===== src/rtl/bytefmt_pkg.sv =====
package bytefmt_pkg;

    localparam int CODE_W  = 14;
    localparam int BUS_W   = 8;
    localparam int TAG_W   = 2;
    localparam int LO_BITS = CODE_W - BUS_W;
    localparam int PAD_W   = BUS_W - LO_BITS;

    typedef logic [CODE_W-1:0] code_t;
    typedef logic [BUS_W-1:0]  bus_t;
    typedef logic [TAG_W-1:0]  tag_t;

    typedef struct packed {
        tag_t  tag;
        code_t code;
    } sample_t;

    typedef enum logic {
        PH_LOW  = 1'b0,
        PH_HIGH = 1'b1
    } phase_e;

    typedef struct packed {
        bus_t   data;
        tag_t   tag;
        phase_e ph;
    } byte_t;

    function automatic bus_t pick_byte(sample_t s, phase_e p);
        if (p == PH_HIGH)
            return s.code[CODE_W-1 -: BUS_W];
        return {s.code[LO_BITS-1:0], {PAD_W{1'b0}}};
    endfunction

    function automatic phase_e flip(phase_e p);
        return (p == PH_HIGH) ? PH_LOW : PH_HIGH;
    endfunction

endpackage


===== src/rtl/bytefmt_delay.sv =====
module bytefmt_delay
    import bytefmt_pkg::*;
#(
    parameter int DEPTH = 2
) (
    input  logic    clk,
    input  logic    rst,
    input  logic    adv,
    input  sample_t din,
    output sample_t dout
);

    sample_t stg [DEPTH];

    for (genvar i = 0; i < DEPTH; i++) begin : g_stage
        if (i == 0) begin : g_head
            always_ff @(posedge clk) begin
                if (rst)      stg[i] <= '0;
                else if (adv) stg[i] <= din;
            end
        end else begin : g_body
            always_ff @(posedge clk) begin
                if (rst)      stg[i] <= '0;
                else if (adv) stg[i] <= stg[i-1];
            end
        end
    end

    assign dout = stg[DEPTH-1];

endmodule


===== src/rtl/bytefmt_fill.sv =====
module bytefmt_fill #(
    parameter int LATENCY = 3
) (
    input  logic clk,
    input  logic rst,
    input  logic adv,
    output logic valid
);

    localparam int CNT_W = $clog2(LATENCY + 1);
    localparam logic [CNT_W-1:0] FULL = CNT_W'(LATENCY);

    logic [CNT_W-1:0] cnt;

    always_ff @(posedge clk) begin
        if (rst)
            cnt <= '0;
        else if (adv && cnt != FULL)
            cnt <= cnt + 1'b1;
    end

    assign valid = (cnt == FULL);


    valid_sticky_chk: assert property (@(posedge clk) disable iff (rst)
        valid |=> valid);

endmodule


===== src/rtl/bytefmt_serializer.sv =====
module bytefmt_serializer
    import bytefmt_pkg::*;
(
    input  logic    clk,
    input  logic    rst,
    input  logic    adv,
    input  sample_t src,
    output byte_t   out
);

    phase_e ph;

    always_ff @(posedge clk) begin
        if (rst) begin
            ph       <= PH_HIGH;
            out.data <= '0;
            out.tag  <= '0;
            out.ph   <= PH_HIGH;
        end else if (adv) begin
            ph       <= flip(ph);
            out.data <= pick_byte(src, ph);
            out.tag  <= src.tag;
            out.ph   <= ph;
        end
    end

endmodule


===== src/rtl/bytefmt_out.sv =====
module bytefmt_out
    import bytefmt_pkg::*;
#(
    parameter int LATENCY = 3
) (
    input  logic              clk,
    input  logic              rst,
    input  logic              pwr_dn,
    input  logic [CODE_W-1:0] code_in,
    input  logic [TAG_W-1:0]  tag_in,
    input  logic              oe_n,
    output logic [BUS_W-1:0]  bus_data,
    output logic              bus_drive,
    output logic              byte_hi,
    output logic [TAG_W-1:0]  byte_tag,
    output logic              byte_valid
);

    localparam int STAGES = LATENCY - 1;

    logic    adv;
    sample_t s_in;
    sample_t s_late;
    byte_t   ob;

    assign adv  = !pwr_dn;
    assign s_in = '{tag: tag_in, code: code_in};

    bytefmt_delay #(.DEPTH(STAGES)) u_delay (
        .clk  (clk),
        .rst  (rst),
        .adv  (adv),
        .din  (s_in),
        .dout (s_late)
    );

    bytefmt_serializer u_ser (
        .clk (clk),
        .rst (rst),
        .adv (adv),
        .src (s_late),
        .out (ob)
    );

    bytefmt_fill #(.LATENCY(LATENCY)) u_fill (
        .clk   (clk),
        .rst   (rst),
        .adv   (adv),
        .valid (byte_valid)
    );

    assign bus_drive = !oe_n;
    assign bus_data  = bus_drive ? ob.data : '0;
    assign byte_hi   = (ob.ph == PH_HIGH);
    assign byte_tag  = ob.tag;


    phase_toggle_chk: assert property (@(posedge clk) disable iff (rst)
        (byte_valid && !pwr_dn) |=> (byte_hi != $past(byte_hi)));


    freeze_hold_chk: assert property (@(posedge clk) disable iff (rst)
        pwr_dn |=> ($stable(ob.data) && $stable(byte_hi) && $stable(byte_tag)));


    first_high_chk: assert property (@(posedge clk) disable iff (rst)
        $rose(byte_valid) |-> byte_hi);


    low_pad_chk: assert property (@(posedge clk) disable iff (rst)
        (byte_valid && !byte_hi) |-> (ob.data[PAD_W-1:0] == '0));

endmodule


===== config.mk =====
export PLATFORM = sky130hd
export DESIGN_NAME = bytefmt_out
export DESIGN_NICKNAME = d
export VERILOG_FILES = /design/src/rtl/bytefmt_pkg.sv /design/src/rtl/bytefmt_delay.sv /design/src/rtl/bytefmt_fill.sv /design/src/rtl/bytefmt_serializer.sv /design/src/rtl/bytefmt_out.sv
export SDC_FILE = /design/constraint.sdc
export NUM_CORES = 1
export LEC_CHECK = 0
export CAP_MARGIN = 10
export CORE_MARGIN = 1
export CORE_UTILIZATION = 42
export CTS_CLUSTER_SIZE = 40
export DETAILED_ROUTE_END_ITERATION = 10
export PLACE_DENSITY = 0.73
export RECOVER_POWER = 25
export SKIP_CTS_REPAIR_TIMING = 1
export SYNTH_ARGS = -nofsm -noshare
export SYNTH_HDL_FRONTEND = slang
export SYNTH_SLANG_ARGS = --single-unit

===== constraint.sdc =====
create_clock -name clk -period 2.15 [get_ports clk]
set_clock_uncertainty 0.05 [all_clocks]
set_input_delay 0.43 -clock clk [delete_from_list [all_inputs] [get_ports clk]]
set_output_delay 0.43 -clock clk [all_outputs]
set_load 0.02 [all_outputs]

-- Word level (Yosys, flattened, before mapping)
Memories as Yosys holds them, arrays and structs flattened.
Index checks and enable logic that the tools add are counted.
- RAM bits: 32
- register bits: 14
- logic and storage cells: 28
- output and inout port bits: 13
- bits of input ports: 20
- memories: 1
- bitwise operators: 2
- mux-type cells: 14
- equal/unequal tests: 2
- reductions and logical operators: 3
- add/sub/neg operators: 1
- memory list (memory ; depth ; bits a word ; rd ports ; clocked after memory_dff ; wr ports ; RTL line ; RTL):
    u_delay.stg ; 2 ; 16 ; 2 ; 0 ; 2 ; bytefmt_delay.sv:13 ; sample_t stg [DEPTH];
- operators by type and width (cell ; count):
    two-way mux 16 bit ; 2
    two-way mux 8 bit ; 3
    two-way mux 1 bit ; 9
    adder 2 x 1 -> 2 bit (second input constant) ; 1
    equality test 2 bit (second input constant) ; 1
    logical NOT 1 bit ; 2
    inequality test 2 bit (second input constant) ; 1
    OR 1 bit ; 2
    logical AND 1 bit ; 1

-- Logic depth before layout (Yosys ltp)
Gate-level depths: netlist (run 1).
- depth after elaboration: 4
- mapped depth: 3
- gate-level depth less buffers: 3

-- Hierarchy
A second synthesis (run 1) with hierarchy kept.
- cells, all modules: 139
- area total of the unflattened synthesis: 1958.1 µm²
- modules (own cells, without submodules) (module ; cells an instance ; area each (µm²) ; seq. area each (µm²) ; instances):
    bytefmt_delay ; 71 ; 1302.5 ; 960.9 ; 1
    bytefmt_serializer ; 48 ; 484.2 ; 240.2 ; 1
    bytefmt_fill ; 10 ; 113.9 ; 40.0 ; 1
    bytefmt_out ; 10 ; 57.6 ; 0.0 ; 1

-- Worst setup path before layout (run 1)
No wires, ideal clock.
- kind: in2reg
- start: in pwr_dn
- end: mem u_delay.stg[0][0] (netlist name) (enable)
- setup slack: 354 ps
- arrival: 1352 ps
- path buffers: 1
- data required time: 1706 ps
- setup time: 394 ps
- stages: 2
- cell sequence: buf_2 nand2b_1
- RTL lines (item ; RTL line ; RTL):
    from (decl) ; bytefmt_out.sv:8 ; input logic pwr_dn,
    to (decl) ; bytefmt_delay.sv:13 ;

-- Worst setup path in the final report (run 1)
- start: reg u_fill.cnt[0]
- end: out byte_valid
- word-level cells in the longest chain between the ends: 1
- RTL lines (item ; RTL line ; RTL):
    from (decl) ; bytefmt_fill.sv:13 ; logic [CNT_W-1:0] cnt;
    from (signal assigned) ; bytefmt_fill.sv:19 ; cnt <= cnt + 1'b1;
    equality test 2 bit ; bytefmt_fill.sv:22 ; assign valid = (cnt == FULL);
    to (decl) ; bytefmt_out.sv:16 ; output logic byte_valid
Every way passes these cells.

==> summary.md, run 1 <==
| Metric | Value |
|---|---|
| DRT Wirelength | roughly 2.4 mm |
| CTS buffer count | 5 |
| Post-Syn Nets | 160 |
| Max Freq | about 0.51 GHz |
| Final min period | 1.98 ns |
| Post-synthesis average cell area | between 10 and 15 µm² |
| Rows | 23 |
| Area Overhead vs Synth | 25.7% |
| P_leak | between 1 and 1.5 nW |
| RSZ-0062 raised after global routing | false |
| Status | completed |
| Boundary Pins | 33 |
| 1st-iter DRT viols | 35 |
| Yosys reg bits | 46 |
| Post-synthesis sequential area ratio | 0.674 |
| CTS Sinks | 46 |
| CTS tree | built |
| Number of global-route vias before repair | roughly 950 |
| PD cells | 723 nW/µm² |
| Drt wl/cell | 10.7 µm |
| Synthesized instance count | roughly 140 |
| Worst slew pin tran | 0.449 ns |
| Required @ worst endpoint | between 1.5 and 2 ns |
| Die area | approximately 4700 µm² |
| Antenna viol nets, final | 0 |
| Maximum fanout along the worst path | 5 |
| Placed insts | 217 |
| Antenna diodes | 0 |
| Total number of yosys warnings | 0 |
| Fin crit share | 0.919 |
| Die H | just under 70 µm |
| Non-Filler Instances | about 230 |
| Port-buffer cells | 32 |
| Via/cell ratio | roughly 4.6 |
| Final setup fails | 0 |
| Synth unique cells | 21 |
| Initial Utilization | 0.448 |
| Hold Crit Class | flip-flop to flip-flop |
| Clk buf depth | 2 |
| Max_cap viols | 0 |
| Post-DP HPWL | roughly 1.7 mm |
| Core ar. | slightly above 4000 µm² |
| Critical Path AT | approximately 1.5 ns |
| Layout cell share with drive strength beyond 1 | 0.0514 |
| Largest net degree at the start of global routing | 33 |
| Die W | 68.2 µm |
| Grt ovf | 0 |
| RePlAce Congestion | between 0.7 and 0.8 |
| First-pass DRT Iterations | 4 |
| CTS root buffer | clkbuf_8 |
| H-tree levels | 2 |
| # DRC | 0 |
| Initial antenna violation count | 0 |
| DP Area | ~2200 µm² |
| CP Class | flip-flop to primary output |
| Worst-path clk slew | ~0.080 ns |
| Startpoint types | flip-flop |
| First-pass GRT wire length | ~4 mm |
| Worst skew pair latency | about 0.28 ns |
| Fin nets | 195 |
| Nature of the critical path endpoint | primary output |
| Post-route cell area | approximately 2300 µm² |
| Worst slew margin | 0.700 |
| Slew Viols, Final | 0 |
| Synthesized cell area | 1840 µm² |
| Final hold violations | 0 |
| Worst VDD drop | around 0.0004 V |
| Vias | just over 1000 |
| Tot GR Track Use | 0.120 |
synthesized netlist by cell type (all sizes together):
master  count  share of area
and2       32           0.11
edfxtp     32           0.52
dfxtp      14           0.15
nor2b      14          0.048
mux2i       8          0.043
a211oi      6          0.024
a21oi       5          0.014
buf         5          0.021
clkbuf      4         0.0081
inv         3         0.0061
nor2        3         0.0061
o21ai       3         0.0081
nand2       2         0.0041
nand2b      2         0.0068
nand3b      2         0.0081
ha          1         0.0068
or3         1         0.0034
or3b        1         0.0048
xor2        1         0.0048
cells in the final DEF, fill, tap and decap left out:
master           netlist  routed
dfxtp_1               14      14
buf_4                  3       1
ha_1                   1       1
a21oi_1                5       5
inv_1                  3       3
a211oi_1               6       6
mux2i_1                8       8
and2_1                32      32
clkdlybuf4s50_1        0      21
nor2b_1               14      14
clkinv_2               0       1
clkinv_1               0       1
nand2_1                2       2
nand2b_1               2       2
buf_12                 0       1
dlygate4sd3_1          0       2
clkbuf_1               4       3
clkbuf_2               0       1
nor2_1                 3       3
clkbuf_8               0       5
o21ai_0                3       3
edfxtp_1              32      32
xor2_1                 1       1
nand3b_1               2       2
dlymetal6s2s_1         0       9
or3_1                  1       1
or3b_1                 1       1
registers in the layout, indices dropped and copies added (netlist names):
name,count
u_delay.stg,32
u_ser.out,11
u_fill.cnt,2
u_ser.ph,1
worst paths after layout:
| check | start | endpoint | slack [ns] | depth (start not counted) |
|---|---|---|---|---|
| hold / removal | u_ser.out[4]$_SDFFE_PP0N_ | u_ser.out[4]$_SDFFE_PP0N_ | 0.42 | 2 |
| setup / recovery | u_fill.cnt[0]$_SDFFE_PP0P_ | byte_valid | 0.17 | 2 |
| setup reg to reg | u_fill.cnt[0]$_SDFFE_PP0P_ | u_fill.cnt[1]$_SDFFE_PP0P_ | 0.98 | 3 |
| hold reg to reg | u_ser.out[4]$_SDFFE_PP0N_ | u_ser.out[4]$_SDFFE_PP0N_ | 0.42 | 2 |
power by group:
group / total [mW] / switching (mW) / internal, mW / leakage [nW]
clock: 0.480 / 0.256 / 0.223 / 0.0426
sequential: 1.04 / 0.0244 / 1.01 / 0.465
combinational: 0.159 / 0.0690 / 0.0903 / 0.538
total: 1.67 / 0.350 / 1.32 / 1.05
through the flow:
step / utilization / hold slack (ns) / power [mW] / worst slack, ns / TNS, ns
2_1_floorplan: - / 0.386 / 1.15 / 0.354 / 0
3_3_place_gp: 0.540 / 0.401 / 1.21 / -0.0508 / -0.369
3_5_place_dp: 0.540 / 0.411 / 1.22 / -0.0884 / -0.606
4_1_cts: 0.559 / 0.422 / 1.70 / -0.0861 / -0.589
5_1_grt: 0.562 / 0.452 / 1.76 / 0.0954 / 0
6_report: 0.562 / 0.421 / 1.67 / 0.175 / 0
layer usage:
metal	vias to the layer above	global-route usage	share of wire
met2	31	0.191	0.50
met5	-	0	0
met3	4	0.0500	0.062
met1	460	0.139	0.42
met4	0	0.0547	0.014
li1	541	-	-
logic make-up (layout without fill, tap and decap cells):
group	Yosys count	in the layout	share of synthesized area
multiplexers	8	8	0.0435
adder cells (fa/ha/maj)	1	1	0.00679
flip-flops	46	46	0.674
AND/OR/NAND/NOR	57	57	0.190
AO/OA/AOI/OAI	14	14	0.0462
buffers and inverters	12	48	0.0353
XOR/XNOR	1	1	0.00476
worst max-delay path, cell delays in order, from the launching register on:
cell             delay, ns
dfxtp_1               0.35
ha_1                  0.23
clkdlybuf4s50_1       0.63
area by class of cell:
type | instances | area, µm²
Fill cell | 347 | 1800
Sequential cell | 46 | 1240
Multi-Input combinational cell | 81 | 536
Timing Repair Buffer | 37 | 383
Clock buffer | 6 | 72.6
Tap cell | 50 | 62.6
Inverter | 3 | 11.3
Clock inverter | 2 | 8.76
(Power assumes the default switching activity.)
==> run 2, diff against run 1 <==
- PLACE_DENSITY: 0.73 -> unset
- PLACE_DENSITY_LB_ADDON: unset -> 0.25
==> run 2 against run 1 <==
Effect of this change: register-to-register slack lost 0.02 ns; count of clock-buffer cells in the layout unchanged; routed wire length rose by 2.7%; first-iteration DRC count increased by 97%; final area fell by 2.9%; via count decreased by 2.9%; non-clock buffer count down 1; sequential power is essentially flat; largest cell class unchanged.
==> summary.md, run 2 (synthesis gave the netlist of run 1 again) <==
| Metric | Value |
|---|---|
| CTS root buffer | clkbuf_8 |
| Boundary Pins | 33 (unchanged) |
| WHS Endpoint | u_ser.out[4]$_SDFFE_PP0N_ |
| Sw Pwr | 0.371 mW (+6.0%) |
| Slew Viols, Final | 0 (unchanged) |
| Antenna viol nets, final | 0 (unchanged) |
| Startpoint types | input port |
| Post-layout util | 0.546 (-0.0161) |
| Hold slack | 0.419 ns (-0.00265 ns) |
| Setup TNS | 0 ns (unchanged) |
| Max Freq | 0.507 GHz (+0.23%) |
| Final setup fails | 0 (unchanged) |
| Maximum fanout along the worst path | 32 (+27) |
| Placed insts | 216 (-0.46%) |
| Port-buffer cells | 32 (unchanged) |
| Die W | 68.2 µm (unchanged) |
| CTS tree | built |
| Sw Share | 0.215 (+0.00623) |
| Initial Utilization | 0.448 (unchanged) |
| Total power | 1.72 mW (+2.9%) |
| Number of global-route vias before repair | 894 (-6.1%) |
| CTS buffer count | 5 (unchanged) |
| Worst skew pair latency | 0.29 ns (about the same) |
| Int Pwr | 1.35 mW (+2.1%) |
| Nature of the critical path endpoint | flip-flop |
| Grt ovf | 0 (unchanged) |
| CP Class | input port to flip-flop |
| Hold Crit Depth | 2 (unchanged) |
| Core ar. | 4120 µm² (unchanged) |
| R2R depth | 3 (unchanged) |
| Max_cap viols | 0 (unchanged) |
| 1st-iter DRT viols | 69 (+97%) |
| Worst reg2reg path endpoint | u_fill.cnt[0]$_SDFFE_PP0P_ |
| Antenna diodes | 0 (unchanged) |
| Fin nets | 194 (-0.51%) |
| H-tree levels | 2 (unchanged) |
| Max reg flops | 32 (unchanged) |
| Post-DP HPWL | 1.69 mm (-1.4%) |
| Initial antenna violation count | 0 (unchanged) |
| Required @ worst endpoint | 2.03 ns (+0.36 ns) |
| DRT Wirelength | 2.48 mm (+2.7%) |
| Largest registers | u_delay.stg: 32 flops, u_ser.out: 11 flops, u_fill.cnt: 2 flops |
| Largest net degree at the start of global routing | 33 (unchanged) |
| Worst slew pin tran | 0.739 ns (+0.290 ns) |
| PD cells | 766 nW/µm² (+6.0%) |
| Final hold violations | 0 (unchanged) |
| First-pass GRT wire length | 3.90 mm (-1.4%) |
| Worst hold start | u_ser.out[4]$_SDFFE_PP0N_ |
| Status | completed |
| Via/cell ratio | 4.49 (-2.5%) |
| Drt wl/cell | 11.1 µm (+3.2%) |
| Critical Path AT | 1.85 ns (+0.35 ns) |
| Worst slew margin | 0.507 (-0.193) |
| Non-Filler Instances | 224 (-0.44%) |
| Layout cell share with drive strength beyond 1 | 0.0632 (+0.0118) |
| Most frequent cells in the layout | and2_1, edfxtp_1, clkdlybuf4s50_1 |
| Hold Crit Class | flip-flop to flip-flop |
| FF-to-FF Start | u_fill.cnt[0]$_SDFFE_PP0P_ |
| FF/Latch Area | 1240 µm² (unchanged) |
| Rows | 23 (unchanged) |
| Die H | 68.2 µm (unchanged) |
| Area of the multi-input gates | 536 µm² (unchanged) |
| Sequential cell fraction of total power | 0.601 (-0.017) |
| Biggest register | u_delay.stg |
| Die area | 4650 µm² (unchanged) |
| RSZ-0062 raised after global routing | false |
| Vias | 1006 (-2.9%) |
| Tot GR Track Use | 0.122 (+0.00277) |
| Area Overhead vs Synth | 22.1% |
| Layout fillers | 370 (+6.6%) |
| Clk buf depth | 2 (unchanged) |
| First-pass DRT Iterations | 4 (unchanged) |
| CTS Sinks | 46 (unchanged) |
| # DRC | 0 (unchanged) |
| Fin crit share | 0.917 (-0.00208) |
| Setup slack, reg-to-reg | 0.96 ns (-0.02 ns) |
| RePlAce Congestion | 0.715 (-2.9%) |
| Final min period | 1.97 ns (-0.00446 ns) |
| Worst-path clk slew | 0.08 ns (about the same) |
| Clock power frac | 0.310 (+0.024) |
| Logic pwr share | 0.088 (-0.007) |
| Worst VDD drop | 0.000397 V (+1.4%) |
| P_leak | 0.889 nW (-15%) |
-- run 2: cell types whose count changed in the layout (fill, tap and decap cells not counted), sizes merged --
cell / delta
dlymetal6s2s: -8
clkbuf: +6
clkdlybuf4s50: +2
clkinv: -1
clkinvlp: +1
dlygate4sd3: -1
-- run 2: worst max-delay path by stage --
stage | start | end | cells past startpoint
global route | pwr_dn | u_ser.out[8]$_SDFFE_PP0N_ | 4
global placement | oe_n | bus_data[0] | 3
detailed placement | oe_n | bus_data[2] | 3
CTS | oe_n | bus_data[2] | 3
floorplan | pwr_dn | u_delay.stg[0][0]$_SDFFCE_PN0P_ | 2
finish | pwr_dn | u_delay.stg[0][11]$_SDFFCE_PN0P_ | 3
-- run 2: cell type report --
class,count,share of cell area
clock buffer,6,0.0367
clock inverter,2,0.00556
inverter,3,0.00501
multi-input combinational,81,0.238
sequential,46,0.552
tap,50,0.0278
timing repair buffer,36,0.135
-- run 2: worst max-delay path, cell delays in order --
cell and delay, ns:
dlygate4sd3_1 0.69, nand2b_1 0.13, clkbuf_2 0.59
-- run 2: power by group through the flow --
stage	sequential (mW)	clock, mW	combinational (mW)
floorplan	1.05	0	0.100
global placement	1.05	0	0.159
detailed placement	1.06	0	0.165
CTS	1.04	0.555	0.166
global route	1.04	0.594	0.170
finish	1.04	0.535	0.152
-- run 2: per-layer routing --
layer  share of wire  vias to the layer above  routed length, µm  global-route usage
li1                -                      539                  -                   -
met3           0.068                        4                168              0.0650
met5               0                        -                  0                   0
met4          0.0089                        0                 22              0.0625
met1            0.45                      432               1120               0.130
met2            0.47                       31               1170               0.196
-- run 2: per-stage QoR --
stage	setup slack [ns]	instance area, µm²
final	0.179	2250
after global routing	0.0983	2250
after CTS	-0.0747	2310
after detailed placement	-0.0733	2210
after global placement	-0.0560	2210
after floorplan	0.354	1840
==> run 3, diff against run 2 <==
- CORE_UTILIZATION: 42 -> 46
- SLEW_MARGIN: unset -> 30
- clock period: 2.15 -> 1.65 ns (I/O delays scaled with it)
==> run 3 against run 2 <==
Effect of this change: die area shrank 8.4%; worst setup slack got worse by 0.13 ns; clock power grew 25%; non-clock buffer count rose by 2; via count rose by 4.2%; flip-flop and latch count stayed put; sequential power increased by 30%; worst hold slack got worse by 0.0011 ns; final cell count unchanged; count of clock-buffer cells in the layout is 1 higher; largest cell class unchanged.
==> summary.md, run 3 (synthesis gave the netlist of run 1 again) <==
| Metric | Value |
|---|---|
| Status | completed |
| # DRC | 0 (unchanged) |
| Die H | 65.3 µm (-4.3%) |
| PD cells | 960 nW/µm² (+25%) |
| Startpoint types | flip-flop |
| Critical Path AT | 1.22 ns (-0.63 ns) |
| Worst VDD drop | 0.000646 V (+63%) |
| Port-buffer cells | 32 (unchanged) |
| Worst slew pin tran | 0.518 ns (-0.221 ns) |
| Drt wl/cell | 11.3 µm (+1.9%) |
| CTS tree | built |
| RSZ-0062 raised after global routing | false |
| Initial Utilization | 0.492 (+0.0444) |
| Worst-path clk slew | 0.08 ns (about the same) |
| First-pass GRT wire length | 4.13 mm (+6.0%) |
| Max_cap viols | 0 (unchanged) |
| H-tree levels | 2 (unchanged) |
| CP Class | flip-flop to primary output |
| Crit-path max cell delay | 0.60 ns (-0.09 ns) |
| Biggest register | u_delay.stg |
| Fin nets | 196 (+1.0%) |
| Layout fillers | 310 (-16%) |
| Max reg flops | 32 (unchanged) |
| Area Overhead vs Synth | 26.1% |
| Antenna diodes | 0 (unchanged) |
| DRT Wirelength | 2.53 mm (+1.9%) |
| CTS buffer count | 5 (unchanged) |
| Post-DP HPWL | 1.71 mm (+1.2%) |
| Layout cell share with drive strength beyond 1 | 0.0682 (+0.00496) |
| Fin crit share | 0.971 |
| CP max-delay cell | clkdlybuf4s50_1 |
| CTS Sinks | 46 (unchanged) |
| Core ar. | 3740 µm² (-9.0%) |
| Buf+Inv Stages, Crit Path | 1 (-1) |
| Antenna viol nets, final | 0 (unchanged) |
| First-pass DRT Iterations | 4 (unchanged) |
| Crit-path leading delay family | buffers and inverters |
| Final worst setup slack | 0.0470 ns (-0.132 ns) |
| Most frequent cells in the layout | and2_1, edfxtp_1, clkdlybuf4s50_1 |
| Boundary Pins | 33 (unchanged) |
| Worst slew margin | 0.655 (+0.148) |
| Final hold violations | 0 (unchanged) |
| Grt ovf | 0 (unchanged) |
| Final min period | approximately 1.6 ns |
| Required @ worst endpoint | 1.27 ns (-0.76 ns) |
| Slew Viols, Final | 0 (unchanged) |
| Rows | 22 (-4.3%) |
| CTS root buffer | clkbuf_8 |
| Clk buf depth | 2 (unchanged) |
| Max Freq | around 0.62 GHz |
| RePlAce Congestion | 0.726 (+1.6%) |
| Hold slack | 0.418 ns (-0.00111 ns) |
| 1st-iter DRT viols | 30 (-57%) |
| Nature of the critical path endpoint | primary output |
| Largest registers | u_delay.stg: 32 flops, u_ser.out: 11 flops, u_fill.cnt: 2 flops |
| Largest net degree at the start of global routing | 33 (unchanged) |
| Die area | 4260 µm² (-8.4%) |
| Die W | 65.3 µm (-4.3%) |
| Final setup fails | 0 (unchanged) |
| P_leak | 1.07 nW (+20%) |
| Setup WS pre-CTS | -0.388 ns (-0.314 ns) |
| Number of global-route vias before repair | 993 (+11%) |
| Via/cell ratio | 4.68 (+4.2%) |
| Worst skew pair latency | 0.29 ns (about the same) |
| Initial antenna violation count | 0 (unchanged) |
| Tot GR Track Use | 0.132 (+0.00930) |
| Maximum fanout along the worst path | 2 (-94%) |
| Crit-path cells | clkdlybuf4s50_1 |
| Vias | 1048 (+4.2%) |
| Hold Crit Class | flip-flop to flip-flop |
-- run 3: area by class of cell --
type	count	area, µm²	area share
flip-flops and latches	46	1240	0.534
multi-input cells	81	538	0.232
repair buffers	38	380	0.164
clock buffers	7	86.3	0.0372
well taps	48	60.1	0.0259
inverters	3	11.3	0.00485
clock inverters	1	5.00	0.00216
-- run 3: metrics by stage --
stage | power, mW | area, µm² | std cells | TNS [ns] | utilization
floorplan | 1.49 | 1840 | 139 | 0 | -
global placement | 1.59 | 2240 | 216 | -3.10 | 0.599
detailed placement | 1.60 | 2240 | 216 | -3.44 | 0.599
CTS | 2.28 | 2330 | 224 | -3.54 | 0.623
global route | 2.33 | 2320 | 224 | 0 | 0.620
finish | 2.23 | 2320 | 224 | 0 | 0.620
-- run 3: path summary, 6_finish.rpt --
kind | start | endpoint | slack [ns] | depth (start not counted)
hold reg to reg | u_ser.out[4]$_SDFFE_PP0N_ | u_ser.out[4]$_SDFFE_PP0N_ | 0.42 | 2
setup / recovery | u_ser.out[1]$_SDFFE_PP0N_ | byte_tag[0] | 0.05 | 1
setup reg to reg | u_ser.ph$_SDFFE_PP1N_ | u_ser.out[5]$_SDFFE_PP0N_ | 0.46 | 2
hold / removal | u_ser.out[4]$_SDFFE_PP0N_ | u_ser.out[4]$_SDFFE_PP0N_ | 0.42 | 2
-- run 3: power breakdown --
| group | internal [mW] | switching (mW) | total (mW) |
|---|---|---|---|
| Clock | 0.338 | 0.333 | 0.670 |
| Sequential | 1.32 | 0.0328 | 1.35 |
| Combinational | 0.116 | 0.0926 | 0.209 |
| Total | 1.77 | 0.458 | 2.23 |
-- run 3: per-layer routing --
layer / track usage / wire length, µm / up-vias
met5: 0 / 0 / -
li1: - / - / 544
met4: 0.0679 / 43 / 0
met2: 0.227 / 1250 / 36
met3: 0.0538 / 187 / 6
met1: 0.136 / 1040 / 462
